===== src/rtl/buddy_pkg.sv =====
package buddy_pkg;

  typedef enum logic [1:0] {
    ST_IDLE  = 2'd0,
    ST_SPLIT = 2'd1,
    ST_MERGE = 2'd2
  } buddy_state_e;

  function automatic int ord_width(input int pool_lg);
    return (pool_lg < 1) ? 1 : $clog2(pool_lg + 1);
  endfunction

endpackage


===== src/rtl/buddy_map.sv =====
module buddy_map #(
  parameter int AW = 4
) (
  input  logic                           clk,
  input  logic                           rst_n,
  input  logic                           set_en,
  input  logic [buddy_pkg::ord_width(AW)-1:0] set_ord,
  input  logic [AW-1:0]                  set_idx,
  input  logic                           clr_en,
  input  logic [buddy_pkg::ord_width(AW)-1:0] clr_ord,
  input  logic [AW-1:0]                  clr_idx,
  output logic [AW:0][(1<<AW)-1:0]       map_o
);
  localparam int NORD = AW + 1;
  localparam int NU   = 1 << AW;

  logic [NORD-1:0][NU-1:0] map_q, map_d;

  always_comb begin
    map_d = map_q;
    if (clr_en) map_d[clr_ord][clr_idx] = 1'b0;
    if (set_en) map_d[set_ord][set_idx] = 1'b1;
  end

  always_ff @(posedge clk or negedge rst_n) begin
    if (!rst_n) begin
      map_q        <= '0;
      map_q[AW][0] <= 1'b1;
    end else if (set_en || clr_en) begin
      map_q <= map_d;
    end
  end

  assign map_o = map_q;


  set_clear_bit_chk: assert property (@(posedge clk) disable iff (!rst_n)
    set_en |-> !map_q[set_ord][set_idx]);


  clr_set_bit_chk: assert property (@(posedge clk) disable iff (!rst_n)
    clr_en |-> map_q[clr_ord][clr_idx]);

endmodule


===== src/rtl/buddy_search.sv =====
module buddy_search #(
  parameter int AW = 4
) (
  input  logic                                clk,
  input  logic                                rst_n,
  input  logic [AW:0][(1<<AW)-1:0]            map_i,
  input  logic [buddy_pkg::ord_width(AW)-1:0] want_ord,
  output logic                                found,
  output logic [buddy_pkg::ord_width(AW)-1:0] f_ord,
  output logic [AW-1:0]                       f_idx
);
  localparam int OW = buddy_pkg::ord_width(AW);
  localparam int NU = 1 << AW;

  logic [NU-1:0] row;

  always_comb begin
    found = 1'b0;
    f_ord = '0;
    for (int k = AW; k >= 0; k--) begin
      if (k >= int'(want_ord) && (|map_i[k])) begin
        found = 1'b1;
        f_ord = OW'(k);
      end
    end
  end

  assign row = map_i[f_ord];

  always_comb begin
    f_idx = '0;
    for (int i = NU - 1; i >= 0; i--) begin
      if (row[i]) f_idx = AW'(i);
    end
  end


  found_is_free_chk: assert property (@(posedge clk) disable iff (!rst_n)
    found |-> (map_i[f_ord][f_idx] && f_ord >= want_ord));

endmodule


===== src/rtl/buddy_fsm.sv =====
module buddy_fsm #(
  parameter int AW = 4
) (
  input  logic                                clk,
  input  logic                                rst_n,
  input  logic                                req_valid,
  input  logic                                req_free,
  input  logic [buddy_pkg::ord_width(AW)-1:0] req_order,
  input  logic [AW-1:0]                       req_addr,
  input  logic [AW:0][(1<<AW)-1:0]            map_i,
  input  logic                                found,
  input  logic [buddy_pkg::ord_width(AW)-1:0] f_ord,
  input  logic [AW-1:0]                       f_idx,
  output logic                                set_en,
  output logic [buddy_pkg::ord_width(AW)-1:0] set_ord,
  output logic [AW-1:0]                       set_idx,
  output logic                                clr_en,
  output logic [buddy_pkg::ord_width(AW)-1:0] clr_ord,
  output logic [AW-1:0]                       clr_idx,
  output logic                                busy,
  output logic                                done,
  output logic                                resp_ok,
  output logic [AW-1:0]                       resp_addr,
  output logic                                resp_err
);
  import buddy_pkg::*;
  localparam int OW = ord_width(AW);
  localparam logic [OW-1:0] MAXO = OW'(AW);

  buddy_state_e   state_q, state_d;
  logic [OW-1:0]  cur_ord_q, cur_ord_d;
  logic [AW-1:0]  cur_addr_q, cur_addr_d;
  logic [OW-1:0]  tgt_q, tgt_d;
  logic           done_q, done_d;
  logic           ok_q, ok_d;
  logic           err_q, err_d;
  logic [AW-1:0]  raddr_q, raddr_d;

  logic           accept;
  logic           bad_free;
  logic [AW-1:0]  req_idx;
  logic [AW-1:0]  mate_idx;
  logic [AW-1:0]  low_mask;

  assign accept   = req_valid && (state_q == ST_IDLE);
  assign low_mask = (AW'(1) << req_order) - AW'(1);
  assign req_idx  = req_addr >> req_order;
  assign bad_free = (req_order > MAXO) || ((req_addr & low_mask) != '0);
  assign mate_idx = (cur_addr_q >> cur_ord_q) ^ AW'(1);

  always_comb begin
    state_d    = state_q;
    cur_ord_d  = cur_ord_q;
    cur_addr_d = cur_addr_q;
    tgt_d      = tgt_q;
    done_d     = 1'b0;
    ok_d       = ok_q;
    err_d      = 1'b0;
    raddr_d    = raddr_q;
    set_en     = 1'b0;
    set_ord    = '0;
    set_idx    = '0;
    clr_en     = 1'b0;
    clr_ord    = '0;
    clr_idx    = '0;
    unique case (state_q)
      ST_IDLE: begin
        if (accept) begin
          tgt_d = req_order;
          if (!req_free) begin
            if (req_order > MAXO || !found) begin
              done_d = 1'b1;
              ok_d   = 1'b0;
            end else begin
              clr_en     = 1'b1;
              clr_ord    = f_ord;
              clr_idx    = f_idx;
              cur_ord_d  = f_ord;
              cur_addr_d = f_idx << f_ord;
              state_d    = ST_SPLIT;
            end
          end else begin
            if (bad_free || map_i[req_order][req_idx]) begin
              done_d = 1'b1;
              ok_d   = 1'b0;
              err_d  = 1'b1;
            end else begin
              cur_ord_d  = req_order;
              cur_addr_d = req_addr;
              state_d    = ST_MERGE;
            end
          end
        end
      end
      ST_SPLIT: begin
        if (cur_ord_q == tgt_q) begin
          done_d  = 1'b1;
          ok_d    = 1'b1;
          raddr_d = cur_addr_q;
          state_d = ST_IDLE;
        end else begin
          set_en    = 1'b1;
          set_ord   = cur_ord_q - OW'(1);
          set_idx   = (cur_addr_q >> (cur_ord_q - OW'(1))) | AW'(1);
          cur_ord_d = cur_ord_q - OW'(1);
        end
      end
      ST_MERGE: begin
        if (cur_ord_q < MAXO && map_i[cur_ord_q][mate_idx]) begin
          clr_en     = 1'b1;
          clr_ord    = cur_ord_q;
          clr_idx    = mate_idx;
          cur_addr_d = cur_addr_q & ~(AW'(1) << cur_ord_q);
          cur_ord_d  = cur_ord_q + OW'(1);
        end else begin
          set_en  = 1'b1;
          set_ord = cur_ord_q;
          set_idx = cur_addr_q >> cur_ord_q;
          done_d  = 1'b1;
          ok_d    = 1'b1;
          state_d = ST_IDLE;
        end
      end
      default: state_d = ST_IDLE;
    endcase
  end

  always_ff @(posedge clk or negedge rst_n) begin
    if (!rst_n) begin
      state_q    <= ST_IDLE;
      cur_ord_q  <= '0;
      cur_addr_q <= '0;
      tgt_q      <= '0;
      done_q     <= 1'b0;
      ok_q       <= 1'b0;
      err_q      <= 1'b0;
      raddr_q    <= '0;
    end else begin
      state_q    <= state_d;
      cur_ord_q  <= cur_ord_d;
      cur_addr_q <= cur_addr_d;
      tgt_q      <= tgt_d;
      done_q     <= done_d;
      ok_q       <= ok_d;
      err_q      <= err_d;
      raddr_q    <= raddr_d;
    end
  end

  assign busy      = (state_q != ST_IDLE);
  assign done      = done_q;
  assign resp_ok   = ok_q;
  assign resp_err  = err_q;
  assign resp_addr = raddr_q;


  split_floor_chk: assert property (@(posedge clk) disable iff (!rst_n)
    (state_q == ST_SPLIT) |-> (cur_ord_q >= tgt_q && cur_ord_q <= MAXO));


  merge_ceiling_chk: assert property (@(posedge clk) disable iff (!rst_n)
    (state_q == ST_MERGE) |-> (cur_ord_q <= MAXO));


  grant_aligned_chk: assert property (@(posedge clk) disable iff (!rst_n)
    (done_q && ok_q && $past(state_q == ST_SPLIT)) |->
      ((resp_addr & ((AW'(1) << tgt_q) - AW'(1))) == '0));


  err_means_fail_chk: assert property (@(posedge clk) disable iff (!rst_n)
    err_q |-> (done_q && !ok_q));


  done_idle_chk: assert property (@(posedge clk) disable iff (!rst_n)
    done_q |-> !busy);

endmodule


===== src/rtl/buddy_alloc.sv =====
module buddy_alloc #(
  parameter int POOL_LG = 4,
  localparam int OW = buddy_pkg::ord_width(POOL_LG)
) (
  input  logic               clk,
  input  logic               rst_n,
  input  logic               req_valid,
  input  logic               req_free,
  input  logic [OW-1:0]      req_order,
  input  logic [POOL_LG-1:0] req_addr,
  output logic               busy,
  output logic               done,
  output logic               resp_ok,
  output logic [POOL_LG-1:0] resp_addr,
  output logic               resp_err
);
  localparam int AW = POOL_LG;
  localparam int NU = 1 << AW;

  logic [AW:0][NU-1:0] map_w;
  logic                found_w;
  logic [OW-1:0]       f_ord_w;
  logic [AW-1:0]       f_idx_w;
  logic                set_en_w, clr_en_w;
  logic [OW-1:0]       set_ord_w, clr_ord_w;
  logic [AW-1:0]       set_idx_w, clr_idx_w;

  buddy_map #(.AW(AW)) i_map (
    .clk(clk), .rst_n(rst_n),
    .set_en(set_en_w), .set_ord(set_ord_w), .set_idx(set_idx_w),
    .clr_en(clr_en_w), .clr_ord(clr_ord_w), .clr_idx(clr_idx_w),
    .map_o(map_w)
  );

  buddy_search #(.AW(AW)) i_search (
    .clk(clk), .rst_n(rst_n),
    .map_i(map_w), .want_ord(req_order),
    .found(found_w), .f_ord(f_ord_w), .f_idx(f_idx_w)
  );

  buddy_fsm #(.AW(AW)) i_fsm (
    .clk(clk), .rst_n(rst_n),
    .req_valid(req_valid), .req_free(req_free),
    .req_order(req_order), .req_addr(req_addr),
    .map_i(map_w), .found(found_w), .f_ord(f_ord_w), .f_idx(f_idx_w),
    .set_en(set_en_w), .set_ord(set_ord_w), .set_idx(set_idx_w),
    .clr_en(clr_en_w), .clr_ord(clr_ord_w), .clr_idx(clr_idx_w),
    .busy(busy), .done(done), .resp_ok(resp_ok),
    .resp_addr(resp_addr), .resp_err(resp_err)
  );

endmodule


===== config.mk =====
export PLATFORM = sky130hd
export DESIGN_NAME = buddy_alloc
export DESIGN_NICKNAME = d
export VERILOG_FILES = /design/src/rtl/buddy_pkg.sv /design/src/rtl/buddy_map.sv /design/src/rtl/buddy_search.sv /design/src/rtl/buddy_fsm.sv /design/src/rtl/buddy_alloc.sv
export SDC_FILE = /design/constraint.sdc
export NUM_CORES = 1
export LEC_CHECK = 0
export ABC_AREA = 1
export BUFFER_PORTS_ARGS = -buffer_cell sky130_fd_sc_hd__buf_4
export CELL_PAD_IN_SITES_DETAIL_PLACEMENT = 2
export CELL_PAD_IN_SITES_GLOBAL_PLACEMENT = 2
export CORE_MARGIN = 3
export CORE_UTILIZATION = 39
export CTS_BUF_LIST = sky130_fd_sc_hd__clkbuf_8
export CTS_CLUSTER_SIZE = 30
export DETAILED_ROUTE_END_ITERATION = 16
export GPL_TIMING_DRIVEN = 0
export PLACE_DENSITY = 0.95
export REMOVE_ABC_BUFFERS = 1
export SLEW_MARGIN = 10
export SYNTH_ARGS = -nofsm -noshare
export SYNTH_HDL_FRONTEND = slang
export SYNTH_HIERARCHICAL = 1
export SYNTH_SLANG_ARGS = --single-unit

===== constraint.sdc =====
create_clock -name clk -period 8.4 [get_ports clk]
set_input_delay 1.26 -clock clk [delete_from_list [all_inputs] [get_ports clk]]
set_output_delay 1.26 -clock clk [all_outputs]
set_load 0.02 [all_outputs]

# After elaboration in Yosys (flattened, before gate mapping)
# Index checks and enable logic that the tools add are counted.
[classes] order_cmp=20 add_sub_neg=3 shifts=6 mux=106 n_div=0 bitwise_logic=7 multipliers=0 n_eq_ne=12 reduce_logical=32
[op_table] cell="$mux 80" count=2
[op_table] cell="$bmux 16 s3" count=3
[op_table] cell="$mux 4" count=27
[op_table] cell="$demux 16 s3" count=2
[op_table] cell="$and 80x80->80" count=1
[op_table] cell="$mux 16" count=5
[op_table] cell="$not 80->80" count=1
[op_table] cell="$or 80x80->80" count=1
[op_table] cell="$reduce_or 16->1" count=5
[op_table] cell="$mux 3" count=17
[op_table] cell="$mux 1" count=29
[op_table] cell="$pmux 4 s2" count=3
[op_table] cell="$lt 3x4->1 const B" count=5
[op_table] cell="$lt 4x5->1 const B" count=4
[op_table] cell="$mux 2" count=6
[op_table] cell="$ne 3x3->1 const B" count=4
[op_table] cell="$pmux 3 s2" count=2
[op_table] cell="$reduce_and 6->1" count=2
[op_table] cell="$shr 4x3->4" count=3
[op_table] cell="$logic_and 1x1->1" count=11
[op_table] cell="$reduce_and 5->1" count=2
[op_table] cell="$pmux 3 s3" count=1
[op_table] cell="$and 4x4->4" count=2
[op_table] cell="$bmux 1 s4" count=2
[op_table] cell="other kinds (30)" count=46
[word_totals] output_inout_bits=8 n_memories=0 mem_bits_rw=0 register_bits=99 in_bits=11 romBits=0 latchBits=0

# Logic depth before layout (Yosys ltp)
[logic_depth] word_depth=40 mapped_depth=35

# Cells and area by module
# Netlist, hierarchy kept.
[by_module_without_submodules] mod="buddy_map" cells_each=509 area_each_um2=3806.2 instances=1
[by_module_without_submodules] mod="buddy_fsm" cells_each=577 area_each_um2=3225.6 instances=1
[by_module_without_submodules] mod="buddy_search" cells_each=272 area_each_um2=1273.7 instances=1

# Worst setup path after synthesis
# OpenSTA, ideal clock, no wires.
[synth_timing] kind="input-to-reg" start="input port req_order[1]" end="register i_map.map_q (netlist bit i_map/map_o[15])" stages=32 setup_slack_ns=4.487 path_buffers=1 required_ns=8.283 arrival_time_ns=3.796 path_cell_list="or2_1 > nor2_2 > nand2_2 > nand2_4 > inv_4 > nand2_2 > buf_6 > nand2_2 > inv_2 > nand2_2 > nand3_2 > nand3_1 > nand2_1 > nand2_1 > nand2_1 > nand2_1 > nand2_1 > nand2_1 > nand2_1 > nand2_1 > nand2_1 > nand2_1 > nand2_1 > nand2_1 > a21oi_2 > nand2_1 > o21ai_0 > nand2_1 > nor2_1 > nand3_1 > nand2_1 > nand2_1"
[synth_via] elab_chain_cells=40
[synth_lines] element="start: declaration" line="buddy_alloc.sv:9" rtl="input logic [OW-1:0] req_order,"
[synth_lines] element="$ge 3x3->1" line="buddy_search.sv:21" rtl="if (k >= int'(want_ord) && (|map_i[k])) begin"
[synth_lines] element="$logic_and 1x1->1" line="buddy_search.sv:21"
[synth_lines] element="$mux 3 (4 in series)" line="buddy_search.sv:21"
[synth_lines] element="$mux 3 *" line="buddy_search.sv:21"
[synth_lines] element="$bmux 16 s3 *" line="buddy_search.sv:28" rtl="assign row = map_i[f_ord];"
[synth_lines] element="$mux 16 (not written as such) *" line="buddy_search.sv:28"
[synth_lines] element="$mux 4 (15 in series)" line="buddy_search.sv:33" rtl="if (row[i]) f_idx = AW'(i);"
[synth_lines] element="$mux 4 *" line="buddy_search.sv:33"
[synth_lines] element="net f_idx_w[0]" line="buddy_alloc.sv:23" rtl="logic [AW-1:0] f_idx_w;"
[synth_lines] element="[4 not listed]"
[synth_lines] element="net clr_idx_w[0]" line="buddy_alloc.sv:26" rtl="logic [AW-1:0] set_idx_w, clr_idx_w;"
[synth_lines] element="[3 not listed]"
[synth_lines] element="$demux 1 s4 *"
[synth_lines] element="$mux 16 (not written as such) *" line="buddy_map.sv:21" rtl="if (clr_en) map_d[clr_ord][clr_idx] = 1'b0;"
[synth_lines] element="$demux 16 s3 *"
[synth_lines] element="$not 80->80 (no line) *"
[synth_lines] element="$and 80x80->80 (no line) *"
[synth_lines] element="$mux 80 *" line="buddy_map.sv:21"
[synth_lines] element="$or 80x80->80 (no line)"
[synth_lines] element="$mux 80 *" line="buddy_map.sv:22" rtl="if (set_en) map_d[set_ord][set_idx] = 1'b1;"
[synth_lines] element="end signal: assignment" line="buddy_map.sv:30" rtl="map_q <= map_d;"
[synth_lines] element="end: declaration" line="buddy_map.sv:17" rtl="logic [NORD-1:0][NU-1:0] map_q, map_d;"
# The timed path passes the listed nets; every way through them passes the cells marked *. The select of a mux whose other input is x is not followed.
# A chain may end at the register's enable or synchronous reset.

# Worst setup path in the final report
[layout_timing] start="input port req_order[0]" end="register i_map.map_q (netlist bit i_map/map_o[3])"
[layout_rtl] element="$ge 2x3->1" line="buddy_search.sv:21"
[layout_rtl] element="$logic_and 1x1->1" line="buddy_search.sv:21"
[layout_rtl] element="$mux 3 (3 in series)" line="buddy_search.sv:21"
[layout_rtl] element="$mux 3 *" line="buddy_search.sv:21"
[layout_rtl] element="net f_ord_w[0]" line="buddy_alloc.sv:22" rtl="logic [OW-1:0] f_ord_w;"
[layout_rtl] element="$bmux 16 s3 *" line="buddy_search.sv:28"
[layout_rtl] element="$mux 16 (not written as such) *" line="buddy_search.sv:28"
[layout_rtl] element="$mux 4 (15 in series)" line="buddy_search.sv:33"
[layout_rtl] element="[1 not listed]"
[layout_rtl] element="net f_idx_w[0]" line="buddy_alloc.sv:23"
[layout_rtl] element="[4 not listed]"
[layout_rtl] element="net clr_idx_w[0]" line="buddy_alloc.sv:26"
[layout_rtl] element="[3 not listed]"
[layout_rtl] element="$demux 1 s4 *"
[layout_rtl] element="$mux 16 (not written as such) *" line="buddy_map.sv:21"
[layout_rtl] element="$demux 16 s3 *"
[layout_rtl] element="$not 80->80 (no line) *"
[layout_rtl] element="$and 80x80->80 (no line) *"
[layout_rtl] element="$mux 80 *" line="buddy_map.sv:21"
[layout_rtl] element="$or 80x80->80 (no line)"
[layout_rtl] element="$mux 80 *" line="buddy_map.sv:22"
# Marks and branches as above.

==> results.md <==
- Hold path startpoint: i_map/map_o[66]$_DFFE_PN0P_
- Outcome: finished clean
- Post-Layout Inst Area: 0.00873 mm^2
- Die Span Y: 152 um
- Synthesized flop and latch total: 99
- Final setup viols: 0
- Final setup TNS: 0 ns
- Placed insts: 1601
- Upper clock frequency limit: 0.151 GHz
- Setup repair bufs after CTS: 0
- Layout cell share with drive strength beyond 1: 8.17%
- CP max-delay cell: inv_2
- Crit-path max FO: 30
- Antenna Nets Post-Route: 0
- Die width: 152 um
- Crit end category: flop
- Final hold vios: 0
- Crit-path most repeated cell: nand2_1
- Clock Path Buffers: 2
- RePlAce Congestion: 1.05
- Number of port buffers: 18
- Slew Viols, Final: 0
- Synth cell types: 48
- CTS tree: yes
- Mapped Cells: 1358
- Synth Flop Type: dfrtp_1
- Clock latency on the worst-skew pair: 0.43 ns
- Ys async rst share: 100%
- Placement Cell Area: 0.00854 mm^2
- Number of synthesized flops with an enable pin: 0
- Pre-Repair DR Iteration Count: 6
- Fin util: 42.4%
- Crit path DAT: 6.92 ns
- Post-synthesis sequential area ratio: 29.8%
- Htree depth: 3
- First-pass GRT wire length: 75400 um
- Clk slew on worst S/H paths: 0.12 ns
- Worst EP required: 8.69 ns
- Worst-margin pin slew: 1.37 ns
- Post-route minimum period: 6.63 ns
- Standard-cell rows: 52
- Root Buffer: clkbuf_8
- Skew final: 0.0272 ns
- DRT iter0 DRCs: 1149
- Cts bufs inserted: 9
- Final Instance Count excl. Fillers: 1617
- Total chip power: 2.43 mW
- WL final: 50200 um
- PostCTS Resize Cnt: 0
- Sink Count: 99
- Antenna violations before repair: 2
- Mapped cell area: 0.00831 mm^2
- Power Density: 278 mW/mm^2
- Grt ovf: 0
- DR vias/cell: 6.56
- Worst setup path startpoint: req_order[0]
- Die ar.: 0.0231 mm^2
- CORE AREA: 0.0206 mm^2
- Vias post-DR: 10614
- Drt drc: 0
- Min-delay worst type: flop to flop
- Crit path launch type: input pin
- Io pins: 19
- Starting Density: 40.4%
- Leakage: 4.05 nW
- Fin nets: 1364
- Gr usage total: 42.6%
- Max-Cap Viols: 0
- Vias in the first global route: 11862
- Yosys warns: 6
- Fin crit share: 78.9%
- Max incr delay on CP: 0.75 ns
- Wire per inst: 31.1 um
- Slew HR: 8.53%
- Hold-fix buffers, CTS: 0
- Syn-to-layout area delta: 5.06%
- Worst R2R Start: i_map/map_o[41]$_DFFE_PN0P_
- CP Class: input pin to flop
- DP HPWL: 33900 um
- ANT cells: 0
- Average cell area after synthesis: 6.12 um^2
- Largest net degree at the start of global routing: 100
- Filler cells: 2598
- VDD IR max: 128 uV
- RSZ-0062 raised after global routing: false
==> kinds of logic (layout without fill, tap and decap cells) <==
family | Yosys count | after routing | synth area share (%)
multiplexers | 8 | 8 | 0.964
AND/OR/NAND/NOR | 939 | 939 | 48.5
adder cells (fa/ha/maj) | 11 | 11 | 1.66
buffers and inverters | 163 | 152 | 9.54
AO/OA/AOI/OAI | 134 | 134 | 9.11
flip-flops | 99 | 99 | 29.8
XOR/XNOR | 4 | 4 | 0.422
==> synthesized netlist by cell type, types with 2 or more instances <==
cell | count | area [um^2]
nand2_1 | 548 | 2060
nand3_1 | 167 | 836
nor2_1 | 152 | 571
dfrtp_1 | 98 | 2450
inv_1 | 98 | 368
o21ai_0 | 66 | 330
a21oi_1 | 25 | 125
nand2_2 | 20 | 125
buf_6 | 15 | 169
nand4_1 | 15 | 93.8
o22ai_1 | 14 | 87.6
buf_2 | 11 | 55.1
buf_4 | 11 | 82.6
ha_1 | 11 | 138
clkbuf_1 | 10 | 37.5
inv_2 | 10 | 37.5
nand3_2 | 9 | 90.1
mux2i_1 | 8 | 80.1
nor2_2 | 8 | 50.1
o21ai_1 | 8 | 40.0
o211ai_1 | 5 | 37.5
nand2_4 | 4 | 45.0
a21oi_2 | 3 | 26.3
a22oi_1 | 3 | 22.5
clkinv_1 | 3 | 11.3
xnor2_1 | 3 | 26.3
a31oi_1 | 2 | 12.5
and2_1 | 2 | 12.5
buf_1 | 2 | 7.51
inv_4 | 2 | 12.5
nor2_4 | 2 | 22.5
nor2_8 | 2 | 40.0
nor3_1 | 2 | 10.0
nor3_2 | 2 | 20.0
nor4_2 | 2 | 25.0
o31ai_1 | 2 | 15.0
or2_1 | 2 | 12.5
==> per-layer routing <==
| metal | GRT usage (%) | wire, um |
|---|---|---|
| met1 | 50.0 | 18600 |
| met2 | 67.8 | 22700 |
| met3 | 9.98 | 4550 |
| met4 | 32.0 | 4390 |
| met5 | 0 | 24 |
==> through the flow <==
step / setup slack [ns] / hold slack (ns)
floorplan: 4.09 / 0.441
global placement: 0.628 / 0.455
detailed placement: 1.78 / 0.481
CTS: 2.15 / 0.510
global route: 1.67 / 0.547
finish: 1.77 / 0.512
==> cells in the final DEF, fill, tap and decap left out, types with 3 or more instances in the layout <==
cell	synthesis	routed
o211ai_1	5	5
mux2i_1	8	8
nor2_2	8	8
inv_2	10	10
o21ai_0	66	66
nor2_4	2	3
buf_4	11	17
nand3_1	167	167
nand2_1	548	547
nand4_1	15	15
a21oi_2	3	3
a21oi_1	25	24
a22oi_1	3	3
clkinv_1	3	3
xnor2_1	3	3
nand3_2	9	9
ha_1	11	11
inv_1	98	98
buf_6	15	3
o22ai_1	14	14
nand2_4	4	4
dfrtp_1	98	97
nand2_2	20	21
clkbuf_8	0	9
o21ai_1	8	8
nor2_1	152	151
==> registers in the layout, summed over array words and instances, names as in the netlist <==
register and count:
i_fsm/resp_ok 1, i_fsm/resp_addr 4, i_fsm/cur_addr_q 4, i_fsm/state_q 2
i_fsm/resp_err 1, i_fsm/done 1, i_fsm/tgt_q 3, i_fsm/cur_ord_q 3
i_map/map_o 80
==> where the power goes <==
| part | leakage, nW | switching (mW) | internal (mW) |
|---|---|---|---|
| clock | 0.0901 | 0.226 | 0.113 |
| sequential | 0.957 | 0.151 | 0.542 |
| combinational | 3.01 | 1.07 | 0.326 |
| total | 4.05 | 1.45 | 0.981 |
==> path summary, 6_finish.rpt <==
check / depth (start not counted) / slack [ns] / endpoint
max: 30 / 1.77 / i_map/map_o[3]$_DFFE_PN0P_
min: 2 / 0.51 / i_map/map_o[66]$_DFFE_PN0P_
max reg2reg: 32 / 2.11 / i_map/map_o[3]$_DFFE_PN0P_
min reg2reg: 2 / 0.51 / i_map/map_o[66]$_DFFE_PN0P_
max in group asynchronous: 1 / 6.71 / i_map/map_o[28]$_DFFE_PN0P_
min in group asynchronous: 1 / 0.93 / i_map/map_o[27]$_DFFE_PN0P_
==> worst max-delay path, delay by kind of cell <==
family	cells	cell delay (ns)
AND/OR/NAND/NOR	22	2.74
buffers and inverters	3	1.51
AO/OA/AOI/OAI	5	1.36
==> layout make-up <==
cell class,instances,area (um^2),area share [%]
clock inverter,7,65.1,0.746
timing repair buffer,22,216,2.48
tap,270,338,3.87
sequential,99,2480,28.4
inverter,114,440,5.05
multi-input combinational,1096,5060,58.0
clock buffer,9,124,1.42
(Power assumes the default switching activity.)
